==> config.mk <==
export PLATFORM = sky130hd
export DESIGN_NAME = quad_eval
export DESIGN_NICKNAME = d
export VERILOG_FILES = /design/src/rtl/quad_eval_pkg.sv /design/src/rtl/quad_eval_ctrl.sv /design/src/rtl/quad_eval_dp.sv /design/src/rtl/quad_eval.sv
export SDC_FILE = /design/constraint.sdc
export NUM_CORES = 2
export LEC_CHECK = 0
export BUFFER_PORTS_ARGS = -buffer_cell sky130_fd_sc_hd__buf_4
export CAP_MARGIN = 20
export CORE_ASPECT_RATIO = 1.1
export CORE_MARGIN = 1.5
export CORE_UTILIZATION = 60
export DETAILED_ROUTE_END_ITERATION = 7
export MAX_ROUTING_LAYER = met4
export PLACE_DENSITY = 0.76
export SYNTH_ARGS = -nofsm -noshare
export SYNTH_HDL_FRONTEND = slang
export SYNTH_SLANG_ARGS = --single-unit
==> constraint.sdc <==
create_clock -name clk -period 13.6 [get_ports clk]
set_input_delay 2.04 -clock clk [delete_from_list [all_inputs] [get_ports clk]]
set_output_delay 2.04 -clock clk [all_outputs]
set_load 0.01 [all_outputs]
==> src/rtl/quad_eval_pkg.sv <==
package quad_eval_pkg;

  // number of register stages from capture to result
  localparam int unsigned QE_STAGES = 5;

  // fixed-point formats (fractional bit counts)
  localparam int unsigned QE_X_FRAC = 12;
  localparam int unsigned QE_A_FRAC = 21;
  localparam int unsigned QE_B_FRAC = 14;
  localparam int unsigned QE_Y_FRAC = 8;

  // quantised coefficients
  localparam int QE_A_CODE = -18455;
  localparam int QE_B_CODE = 28955;
  localparam int QE_C_CODE = 33610;

  // arithmetic right shift with round-half-up onto the coarser grid
  function automatic logic signed [63:0] round_shift(input logic signed [63:0] v,
                                                     input int unsigned sh);
    logic signed [63:0] half;
    half = (sh == 0) ? 64'sd0 : (64'sd1 <<< (sh - 1));
    return (v + half) >>> sh;
  endfunction

  // clamp a signed value into [0, 2^w - 1]
  function automatic logic [63:0] sat_unsigned(input logic signed [63:0] v,
                                               input int unsigned w);
    logic signed [63:0] top;
    top = (64'sd1 <<< w) - 64'sd1;
    if (v < 0)   return 64'd0;
    if (v > top) return 64'(top);
    return 64'(v);
  endfunction

endpackage

==> src/rtl/quad_eval_ctrl.sv <==
module quad_eval_ctrl #(
  parameter int unsigned STAGES = quad_eval_pkg::QE_STAGES
) (
  input  logic              clk,
  input  logic              rst_n,
  input  logic              start,
  output logic              accept,
  output logic [STAGES-1:0] stage_en,
  output logic              busy,
  output logic              done
);
  logic [STAGES-1:0] stage_v;

  assign busy   = |stage_v[STAGES-2:0];
  assign accept = start & ~busy;
  assign done   = stage_v[STAGES-1];

  // stage_en[0] loads x; stage_en[k] advances stage k
  assign stage_en = {stage_v[STAGES-2:0], accept};

  always_ff @(posedge clk or negedge rst_n) begin
    if (!rst_n) stage_v <= '0;
    else        stage_v <= stage_en;
  end
endmodule

==> src/rtl/quad_eval_dp.sv <==
module quad_eval_dp
  import quad_eval_pkg::*;
#(
  parameter int unsigned XW     = 16,
  parameter int unsigned KW     = 16,
  parameter int unsigned YW     = 16,
  parameter int unsigned STAGES = QE_STAGES
) (
  input  logic              clk,
  input  logic              rst_n,
  input  logic [STAGES-1:0] stage_en,
  input  logic [XW-1:0]     x_in,
  output logic [YW-1:0]     y
);
  localparam int unsigned SQW  = 2 * XW;
  localparam int unsigned AXW  = KW + SQW + 1;
  localparam int unsigned BXW  = KW + XW + 1;
  localparam int unsigned SW   = YW + 4;
  localparam int unsigned A_SH = QE_A_FRAC + 2 * QE_X_FRAC - QE_Y_FRAC;
  localparam int unsigned B_SH = QE_B_FRAC + QE_X_FRAC - QE_Y_FRAC;

  localparam logic signed [KW-1:0] AK = KW'(QE_A_CODE);
  localparam logic signed [KW-1:0] BK = KW'(QE_B_CODE);
  localparam logic        [KW-1:0] CK = KW'(QE_C_CODE);

  logic        [XW-1:0]  x_q;
  logic        [SQW-1:0] sq_q;
  logic signed [BXW-1:0] bx_q;
  logic signed [AXW-1:0] ax_q;
  logic signed [SW-1:0]  at_q, bt_q;
  logic signed [SW-1:0]  sum_c;

  assign sum_c = at_q + bt_q + SW'($signed({1'b0, CK}));

  always_ff @(posedge clk or negedge rst_n) begin
    if (!rst_n) begin
      x_q  <= '0;
      sq_q <= '0;
      bx_q <= '0;
      ax_q <= '0;
      at_q <= '0;
      bt_q <= '0;
      y    <= '0;
    end else begin
      if (stage_en[0]) x_q <= x_in;
      if (stage_en[1]) begin
        sq_q <= SQW'(x_q) * SQW'(x_q);
        bx_q <= BXW'(BK) * $signed({{(BXW-XW){1'b0}}, x_q});
      end
      if (stage_en[2]) ax_q <= AXW'(AK) * $signed({{(AXW-SQW){1'b0}}, sq_q});
      if (stage_en[3]) begin
        at_q <= SW'(round_shift(64'(ax_q), A_SH));
        bt_q <= SW'(round_shift(64'(bx_q), B_SH));
      end
      if (stage_en[4]) y <= YW'(sat_unsigned(64'(sum_c), YW));
    end
  end
endmodule

==> src/rtl/quad_eval.sv <==
module quad_eval #(
  parameter int unsigned XW = 16,
  parameter int unsigned KW = 16,
  parameter int unsigned YW = 16
) (
  input  logic          clk,
  input  logic          rst_n,
  input  logic          start,
  input  logic [XW-1:0] x_in,
  output logic          busy,
  output logic          done,
  output logic [YW-1:0] result
);
  localparam int unsigned STAGES = quad_eval_pkg::QE_STAGES;

  logic              accept;
  logic [STAGES-1:0] stage_en;

  quad_eval_ctrl #(.STAGES(STAGES)) u_ctrl (
    .clk(clk), .rst_n(rst_n), .start(start), .accept(accept),
    .stage_en(stage_en), .busy(busy), .done(done)
  );

  quad_eval_dp #(.XW(XW), .KW(KW), .YW(YW), .STAGES(STAGES)) u_dp (
    .clk(clk), .rst_n(rst_n), .stage_en(stage_en), .x_in(x_in), .y(result)
  );
endmodule

==> results by group <==
Status
  – Outcome: finished, final reports clean

Global routing
  – Total global-route track usage: 0.285
  – Initial antenna violation count: 0
  – Largest net degree at the start of global routing: 70
  – Global route overflow: 0
  – First-pass GRT wire length: 101 mm
  – Number of global-route vias before repair: roughly 20,000

Timing
  – Final setup fails: 0
  – Pins Over Slew Limit: 0
  – Tcrit/Tclk final: 0.528
  – Worst-margin pin slew: 0.948 ns
  – Final hold slack: 0.512 ns
  – Clock Skew: between 0.01 and 0.015 ns
  – RSZ-0062 raised after global routing: no
  – Slew HR: 0.368
  – Final hold vios: 0
  – Final TNS setup: 0 ns
  – Fmax: 0.139 GHz
  – Final min period: between 7 and 8 ns

Layout
  – Fill cells: 3,552
  – Core Util, Final: 0.640
  – Ant. Diodes: 0
  – Share of layout cells above drive strength 1: 0.0432
  – Most frequent cells in the layout: inv_1 (715), ha_1 (486), fa_1 (483)
  – Net count, final: ~3,800
  – Multi-input gate area: 21,000 um^2
  – Layout area overhead: 5.41%
  – Commonest non-fill, non-tap cell in the layout: inv_1
  – FF/Latch Area: 3050 um^2

Clocking
  – H-tree depth: 4
  – Cts repair resizes: 0
  – Clk slew on worst S/H paths: approximately 0.06 ns
  – Hold_buf cts: 0
  – CTS sink cnt: 122
  – Skew-Pair Late Insertion Delay: 0.45 ns
  – CTS max path bufs: 2
  – Setup bufs post-CTS: 0
  – CTS tree: yes
  – Root buffer cell: clkbuf_16
  – Inserted Clock Buffers: 17

Synthesis
  – #FFs+latches synth: between 100 and 150
  – Syn. warnings: 0
  – Cell Area, Synth: 27,000 um^2
  – Synth cell types: 73
  – Post-synth EDFFs: 0
  – Synth Instances: roughly 2,700
  – Top cells by area, synth: fa_1 (36%), ha_1 (23%), dfrtp_1 (11%)
  – Sequential area share after synthesis: 0.113
  – Area leader, netlist: fa_1
  – Avg Inst Size Synth: 9.82 um^2
  – Top_reg_cell synth: dfrtp_1
  – Ys async rst share: 1.00
  – Yosys top cell area share: 0.359

Job
  – Max-cap violation count: 0

Detailed routing
  – DRC Markers: 0
  – DR WL/cell: about 18 um
  – Drt first-iter violations: 980
  – Vias/cell: approximately 5.5
  – DRT antenna net count: 0
  – DRT Pass-1 Iters: 7
  – DR vias: 18,500
  – Final WL: 59.3 mm

Setup path
  – Worst-path cell chain: clkinv_1, nor2_1, ha_1, xor2_1, fa_1, inv_1, fa_1, fa_1, fa_1, inv_1, fa_1, inv_1, ha_1, and3_1, and4_1, and2_1, a221oi_2, a21oi_1, a221oi_1, mux2i_1, o211ai_1
  – Worst r2r src: u_dp.x_q[3]
  – Cell family with most CP delay: adder cells
  – Crit path largest cell delay: 0.75 ns
  – Crit path required time: 13.90 ns
  – R2R Setup Slk: 6.42 ns
  – CP bufs+invs: 4
  – Max FO, Critical Path: 14
  – Cell mode on critical path: fa_1
  – Cells on worst reg2reg path: 21
  – CP arrival: around 7.5 ns
  – FF-to-FF End: u_dp.sq_q[31]
  – WS Path Type: reg2reg
  – Worst setup SP type: register
  – CP max-delay cell: dfrtp_1
  – Setup crit end kind: register

Hold path
  – HP Start: u_dp.y[11]
  – Hold Crit Depth: 2
  – Hold path endpoint: u_dp.y[11]
  – Worst min-delay path category: reg2reg

Floorplan
  – I/O pins: 37
  – Core area: approximately 44,000 um^2
  – Row Count: 81
  – Chip Height: 225 um
  – Initial Utilization: 0.607
  – Die Footprint: 46,200 um^2
  – Die W: between 200 and 250 um

Placed design
  – Gp weighted congestion: 0.921
  – Buffers on Ports: 36
  – Detailed-placement wirelength estimate: 51.2 mm
-- through the flow --
| stage | setup slack, ns | instance area (um^2) | instances |
|---|---|---|---|
| 2_1_floorplan | 7.24 | 27000 | 2748 |
| 5_1_grt | 6.02 | 28400 | 3356 |
| 4_1_cts | 6.41 | 28400 | 3356 |
| 6_report | 6.42 | 28400 | 3356 |
| 3_5_place_dp | 6.45 | 27800 | 3324 |
| 3_3_place_gp | 6.69 | 27800 | 3324 |
-- worst max path at each step --
stage                  from       endpoint  slack (ns)  depth (start not counted)
4_1_cts         u_dp.x_q[3]  u_dp.sq_q[31]        6.41                         21
3_3_place_gp   u_dp.x_q[12]  u_dp.sq_q[31]        6.69                         21
2_1_floorplan  u_dp.x_q[12]  u_dp.sq_q[31]        7.24                         22
5_1_grt         u_dp.x_q[3]  u_dp.sq_q[31]        6.02                         21
3_5_place_dp    u_dp.x_q[3]  u_dp.sq_q[31]        6.45                         21
6_report        u_dp.x_q[3]  u_dp.sq_q[31]        6.42                         21
-- final cells by class --
class                      instances  share of cell area
multi-input combinational       1862               0.741
sequential                       122               0.108
inverter                         717              0.0947
tap                              581              0.0256
clock buffer                      18              0.0155
timing repair buffer              42              0.0111
clock inverter                    14             0.00498
-- worst min-delay path, cell delays in order, from the launching register on --
cell and delay [ns]:
dfrtp_1 0.35, nor2_1 0.04, nor2_1 0.09
-- registers in the layout, summed over array words and instances (netlist names) --
name            flops
u_dp.sq_q          30
u_dp.x_q           16
u_dp.y             16
u_dp.bx_q          15
u_dp.bt_q          14
u_dp.at_q          13
u_dp.ax_q          13
u_ctrl.stage_v      5
-- kinds of logic after synthesis --
group	synth area share
buffers and inverters	0.106
AO/OA/AOI/OAI	0.0789
multiplexers	0.0128
flip-flops	0.113
XOR/XNOR	0.0296
AND/OR/NAND/NOR	0.0744
adder cells (fa/ha/maj)	0.584
other	0.000279
-- synth_stat cells (12+ instances only) --
master / number
a21o_1: 39
fa_1: 483
o21bai_1: 13
clkbuf_1: 45
mux2_2: 19
ha_1: 486
and3_1: 14
o21ai_0: 63
nand3_1: 30
a31oi_1: 12
inv_1: 715
dfrtp_1: 122
mux2i_1: 13
nor3_1: 26
nand4_1: 19
xor2_1: 44
nand2_1: 155
nor2_1: 125
a21oi_1: 112
and2_1: 18
xnor2_1: 47
-- metal layers --
metal | wire (um) | global-route usage | vias to the layer above
met5 | 0 | - | -
met4 | 981 | 0.0600 | 0
met3 | 2490 | 0.0294 | 65
met2 | 28900 | 0.467 | 432
met1 | 27000 | 0.386 | 9358
li1 | - | - | 8661
Power is not shown: default switching activity piles up to over one toggle a cycle in this logic, so the estimate is an artifact.
